[config.mk]
export PLATFORM = sky130hd
export DESIGN_NAME = preg_free_list
export DESIGN_NICKNAME = d
export VERILOG_FILES = /design/src/rtl/fl_pkg.sv /design/src/rtl/fl_prefix_count.sv /design/src/rtl/fl_ring_ptr.sv /design/src/rtl/preg_free_list.sv
export SDC_FILE = /design/constraint.sdc
export NUM_CORES = 1
export LEC_CHECK = 0
export BUFFER_PORTS_ARGS = -buffer_cell sky130_fd_sc_hd__buf_4
export CAP_MARGIN = 0
export CORE_MARGIN = 3
export CORE_UTILIZATION = 45
export CTS_CLUSTER_DIAMETER = 100
export DETAILED_ROUTE_END_ITERATION = 10
export MAX_ROUTING_LAYER = met4
export SETUP_SLACK_MARGIN = 0.5
export SYNTH_ARGS = -nofsm -noshare
export SYNTH_HDL_FRONTEND = slang
export SYNTH_SLANG_ARGS = --single-unit
[constraint.sdc]
create_clock -name clk -period 5.7 [get_ports clk]
set_input_delay 0.855 -clock clk [delete_from_list [all_inputs] [get_ports clk]]
set_output_delay 0.855 -clock clk [all_outputs]
set_load 0.01 [all_outputs]
[src/rtl/fl_pkg.sv]
package fl_pkg;
  typedef enum logic [1:0] {
    PTR_HOLD = 2'd0,
    PTR_INIT = 2'd1,
    PTR_BACK = 2'd2,
    PTR_FWD  = 2'd3
  } ptr_op_e;
endpackage

[src/rtl/fl_prefix_count.sv]
module fl_prefix_count #(
  parameter int N = 4,
  parameter int W = $clog2(N + 1)
) (
  input  logic [N-1:0]        bits,
  output logic [N-1:0][W-1:0] rank,
  output logic [W-1:0]        total
);
  logic [W-1:0] acc;

  always_comb begin
    acc = '0;
    for (int i = 0; i < N; i++) begin
      rank[i] = acc;
      acc = acc + W'(bits[i]);
    end
    total = acc;
  end
endmodule

[src/rtl/fl_ring_ptr.sv]
module fl_ring_ptr
  import fl_pkg::*;
#(
  parameter int PTR_W    = 5,
  parameter int AMT_W    = 3,
  parameter int INIT_VAL = 0
) (
  input  logic             clk,
  input  logic             rst_n,
  input  ptr_op_e          op,
  input  logic [AMT_W-1:0] amt,
  output logic [PTR_W-1:0] q
);
  always_ff @(posedge clk or negedge rst_n) begin
    if (!rst_n) begin
      q <= PTR_W'(INIT_VAL);
    end else begin
      case (op)
        PTR_INIT: q <= PTR_W'(INIT_VAL);
        PTR_BACK: q <= q - PTR_W'(amt);
        PTR_FWD:  q <= q + PTR_W'(amt);
        default:  q <= q;
      endcase
    end
  end
endmodule

[src/rtl/preg_free_list.sv]
module preg_free_list
  import fl_pkg::*;
#(
  parameter int LANES      = 4,
  parameter int FREE_PORTS = 4,
  parameter int NUM_PREGS  = 48,
  parameter int NUM_ARCH   = 32,
  localparam int IDX_W     = $clog2(NUM_PREGS),
  localparam int SB_W      = $clog2(FREE_PORTS + 1)
) (
  input  logic                             clk,
  input  logic                             rst_n,
  input  logic                             flush,
  input  logic                             redirect,
  input  logic                             walk,
  input  logic [SB_W-1:0]                  step_back,
  input  logic [LANES-1:0]                 alloc_req,
  input  logic                             do_alloc,
  output logic                             can_alloc,
  output logic [LANES-1:0][IDX_W-1:0]      alloc_idx,
  input  logic [FREE_PORTS-1:0]            free_req,
  input  logic [FREE_PORTS-1:0][IDX_W-1:0] free_idx
);
  localparam int DEPTH  = NUM_PREGS - NUM_ARCH;
  localparam int AW     = $clog2(DEPTH);
  localparam int PTR_W  = AW + 1;
  localparam int LCNT_W = $clog2(LANES + 1);
  localparam int FCNT_W = $clog2(FREE_PORTS + 1);
  localparam int HAMT_W = (SB_W > LCNT_W) ? SB_W : LCNT_W;

  logic [IDX_W-1:0] ring [DEPTH];
  logic [PTR_W-1:0] head_q, tail_q, free_cnt;

  logic [LANES-1:0][LCNT_W-1:0]      a_rank;
  logic [LCNT_W-1:0]                 a_total;
  logic [FREE_PORTS-1:0][FCNT_W-1:0] f_rank;
  logic [FCNT_W-1:0]                 f_total;

  logic              alloc_fire;
  ptr_op_e           head_op, tail_op;
  logic [HAMT_W-1:0] head_amt;

  fl_prefix_count #(.N(LANES), .W(LCNT_W)) u_alloc_rank (
    .bits(alloc_req), .rank(a_rank), .total(a_total)
  );

  fl_prefix_count #(.N(FREE_PORTS), .W(FCNT_W)) u_free_rank (
    .bits(free_req), .rank(f_rank), .total(f_total)
  );

  assign free_cnt   = tail_q - head_q;
  assign can_alloc  = (free_cnt >= PTR_W'(LANES));
  assign alloc_fire = do_alloc && can_alloc && !walk && !redirect && !flush;

  always_comb begin
    if (flush)           head_op = PTR_INIT;
    else if (walk)       head_op = PTR_BACK;
    else if (alloc_fire) head_op = PTR_FWD;
    else                 head_op = PTR_HOLD;
    head_amt = walk ? HAMT_W'(step_back) : HAMT_W'(a_total);
  end

  always_comb begin
    if (flush)     tail_op = PTR_INIT;
    else if (walk) tail_op = PTR_HOLD;
    else           tail_op = PTR_FWD;
  end

  fl_ring_ptr #(.PTR_W(PTR_W), .AMT_W(HAMT_W), .INIT_VAL(0)) u_head (
    .clk(clk), .rst_n(rst_n), .op(head_op), .amt(head_amt), .q(head_q)
  );

  fl_ring_ptr #(.PTR_W(PTR_W), .AMT_W(FCNT_W), .INIT_VAL(DEPTH)) u_tail (
    .clk(clk), .rst_n(rst_n), .op(tail_op), .amt(f_total), .q(tail_q)
  );

  // candidate index per lane, taken from consecutive head slots
  for (genvar ln = 0; ln < LANES; ln++) begin : g_lane
    logic [AW-1:0] slot;
    assign slot          = head_q[AW-1:0] + AW'(a_rank[ln]);
    assign alloc_idx[ln] = alloc_req[ln] ? ring[slot] : '0;
  end

  // tail write slots per free port
  logic [FREE_PORTS-1:0][AW-1:0] f_slot;
  for (genvar fp = 0; fp < FREE_PORTS; fp++) begin : g_free
    assign f_slot[fp] = tail_q[AW-1:0] + AW'(f_rank[fp]);
  end

  always_ff @(posedge clk or negedge rst_n) begin
    if (!rst_n) begin
      for (int k = 0; k < DEPTH; k++) ring[k] <= IDX_W'(NUM_ARCH + k);
    end else if (flush) begin
      for (int k = 0; k < DEPTH; k++) ring[k] <= IDX_W'(NUM_ARCH + k);
    end else if (!walk) begin
      for (int p = 0; p < FREE_PORTS; p++)
        if (free_req[p]) ring[f_slot[p]] <= free_idx[p];
    end
  end

  // a flush leaves a full pool
  a_r1_flush_full: assert property (@(posedge clk) disable iff (!rst_n)
    flush |=> (free_cnt == PTR_W'(DEPTH)));

  // pointer distance never exceeds the ring
  a_r12_count_bound: assert property (@(posedge clk) disable iff (!rst_n)
    free_cnt <= PTR_W'(DEPTH));

  // walk rewinds head by the step count
  a_r6_walk_rewind: assert property (@(posedge clk) disable iff (!rst_n)
    (walk && !flush) |=> (head_q == $past(head_q) - PTR_W'($past(step_back))));

  // frees are dropped during a walk
  a_r9_walk_no_free: assert property (@(posedge clk) disable iff (!rst_n)
    (walk && !flush) |=> $stable(tail_q));

  // a short pool never moves the head forward
  a_r5_short_hold: assert property (@(posedge clk) disable iff (!rst_n)
    (!can_alloc && !walk && !flush) |=> $stable(head_q));

  // a redirect cycle leaves the head alone
  a_r10_redirect_hold: assert property (@(posedge clk) disable iff (!rst_n)
    (redirect && !walk && !flush) |=> $stable(head_q));
endmodule

==> impl_metrics.json <==
{
  "grt_pass1_wl_um": 77980,
  "syn-instance-count": 1328,
  "drt_iter0_drc": 2004,
  "grt_util_all_layers": 0.3455,
  "path_clk_slew_ns": 0.08,
  "synth_area_leader_cell": "mux4_2",
  "grt_max_degree": 87,
  "globalplace.congestion": 1.019,
  "detailed_place_hpwl_um": 37570,
  "dieArea_mm2": 0.03107,
  "cts_tree": "yes",
  "worst_ir_drop_vdd_uv": 173.0,
  "core-area_mm2": 0.02816,
  "start_util": 0.4632,
  "synthTopCellsByCount": "mux2i_1 (129), nand2_1 (117), mux4_2 (102)",
  "postCtsSetupRepairBufs": 0,
  "max_freq_mhz": 219.6,
  "antenna_found_initial": 0,
  "finalHoldViolCount": 0,
  "fin_crit_sh": 0.7991,
  "p_sw_frac": 0.4610,
  "power_density_mw_per_mm2": 319.7,
  "synth_cell_type_count": 81,
  "synth-simple-area-share": 0.1471,
  "diodes": 0,
  "r2r-start": "u_head.q[1]",
  "drc": 0,
  "holdWs_ns": 0.4505,
  "syn_area_mm2": 0.01305,
  "status": "finished clean",
  "grt_pass1_vias": 11460,
  "p_int_mw": 2.418,
  "tns_ns": 0,
  "hp-class": "input pin to async pin",
  "synthTopCellsByArea": "mux4_2 (18%), dfrtp_1 (11%), mux2i_1 (9.9%), dfstp_2 (9.9%), mux2_2 (6.0%)",
  "synth_compound_area_frac": 0.1759,
  "die_width_um": 176.3,
  "nNetsFinal": 1410,
  "p_total_mw": 4.485,
  "cts_buffers": 9,
  "drv_cap": 0,
  "crit_path_end_kind": "output pin",
  "rows": 61,
  "yosysSeqAreaShare": 0.2080,
  "drt-pass1-iter-count": 6,
  "fin_skew_ns": 0.01035,
  "seqPwrFrac": 0.247,
  "ys_ff_latch": 106,
  "synthesis.nets": 1418,
  "required_ns": 4.85,
  "ctsLongestPathBuffers": 2,
  "synthAdderAreaFrac": 0.05332,
  "routed_wl_um": 52860,
  "arrival_ns": 3.70,
  "cts-root-buf": "clkbuf_16",
  "cts.sinks": 106,
  "cts_max_level": 3,
  "ys_warn_count": 0,
  "synth_xor_area_frac": 0.01266,
  "io_pins": 66,
  "via_per_inst": 7.200,
  "comb_power_share": 0.613,
  "final.min_clock_period_ns": 4.555,
  "drv_slew": 0,
  "cts-resized-gates": 0,
  "max_slew_margin": 0.2054,
  "p_clk_frac": 0.140,
  "rr_worst_depth": 15,
  "synthMuxAreaShare": 0.3588,
  "ant_nets": 0,
  "async_flop_share": 1.000,
  "clock_latency_ns": 0.36,
  "setup_viol": 0,
  "crit_type": "input pin to output pin",
  "cp_max_fo": 24,
  "grt_setup_unrepaired": "false",
  "port_buffers": 65,
  "crit_path_start": "alloc_req[0]",
  "cts_hold_buf": 0,
  "startpoint_type": "input pin",
  "drive_gt1_frac": 0.2770,
  "die_y_um": 176.3,
  "avgSynthCellArea_um2": 9.824,
  "yosysMostFrequentCell": "mux2i_1",
  "grt-ovfl-total": 0,
  "p_leak_nw": 5.365,
  "num_vias": 12261,
  "area_growth_pct": 7.529,
  "wire_per_inst_um": 31.04,
  "synth_edf_count": 0,
  "yosys_most_used_dff": "dfrtp_1",
  "synth_top_cell_area_share": 0.1761,
  "synth_top_family_by_area": "multiplexers",
  "tightest_slew_ns": 1.182,
  "p_sw_mw": 2.067
}
==> worst paths after layout <==
path                            endpoint  slack [ns]
hold / removal                  ring[34]        0.45
hold reg to reg                 ring[24]        0.65
max in group asynchronous    u_head.q[0]        4.28
min in group clk                ring[24]        0.65
setup reg to reg             u_head.q[4]        1.58
setup / recovery           alloc_idx[20]        1.15
==> placed cells by master (no fill, tap or decap), types with 29 or more instances in the layout <==
| cell | n |
|---|---|
| mux2_2 | 69 |
| o21ai_1 | 32 |
| mux4_2 | 102 |
| dfstp_2 | 49 |
| dfrtp_1 | 56 |
| nor2_1 | 78 |
| a221oi_1 | 40 |
| mux2i_1 | 129 |
| and3_1 | 30 |
| nand2_1 | 117 |
| buf_4 | 92 |
| inv_1 | 29 |
| ha_1 | 38 |
| a21oi_1 | 64 |
==> critical path, cell delays in order <==
cell	delay [ns]
buf_4	0.15
fa_1	0.53
ha_1	0.23
fa_1	0.49
buf_4	0.33
mux4_2	0.36
mux2i_1	0.32
nand2_1	0.09
and3_1	0.18
buf_4	0.14
==> power groups by stage <==
stage | Sequential, mW | Combinational [mW] | Clock [mW]
detailed placement | 1.10 | 2.72 | 0
global route | 1.11 | 2.95 | 0.656
CTS | 1.09 | 2.72 | 0.625
floorplan | 0.972 | 2.01 | 0
global placement | 1.09 | 2.69 | 0
finish | 1.11 | 2.75 | 0.628
==> cell type report <==
type	instances	area, um2
Clock buffer	12	246.5
Clock inverter	4	28.78
Fill cell	2669	14130
Inverter	30	112.6
Multi-Input combinational cell	1081	9762
Sequential cell	106	2715
Tap cell	378	473.0
Timing Repair Buffer	92	690.7
==> registers in the layout, summed over array words and instances (netlist names) <==
name      cells
u_tail.q      5
ring         96
u_head.q      5
==> per-stage QoR <==
| stage | setup WS, ns | utilization | instance area (um2) | instances |
|---|---|---|---|---|
| final | 1.145 | 0.4981 | 14030 | 1703 |
| after global routing | 1.048 | 0.4981 | 14030 | 1703 |
| after CTS | 1.164 | 0.4981 | 14030 | 1703 |
| after detailed placement | 1.094 | 0.4883 | 13750 | 1687 |
| after global placement | 1.116 | 0.4883 | 13750 | 1687 |
| after floorplan | 1.487 | - | 13050 | 1328 |
==> per-layer routing <==
metal / share of wire / vias up / track usage / wire [um]
met5: 0 / - / - / 0
met4: 0.040 / 0 / 0.1214 / 2124
met3: 0.13 / 142 / 0.06043 / 6801
met2: 0.43 / 865 / 0.4888 / 22700
met1: 0.40 / 6101 / 0.4990 / 21230
li1: - / 5153 / - / -
==> logic make-up (layout without fill, tap and decap cells) <==
family,count (synthesis),count (layout)
xor+xnor,18,18
mux,328,328
compound gates,310,310
flops,106,106
fa+ha+maj,49,49
simple gates,376,376
buf+inv,141,138
No activity file was read; power rests on OpenSTA's default activity.
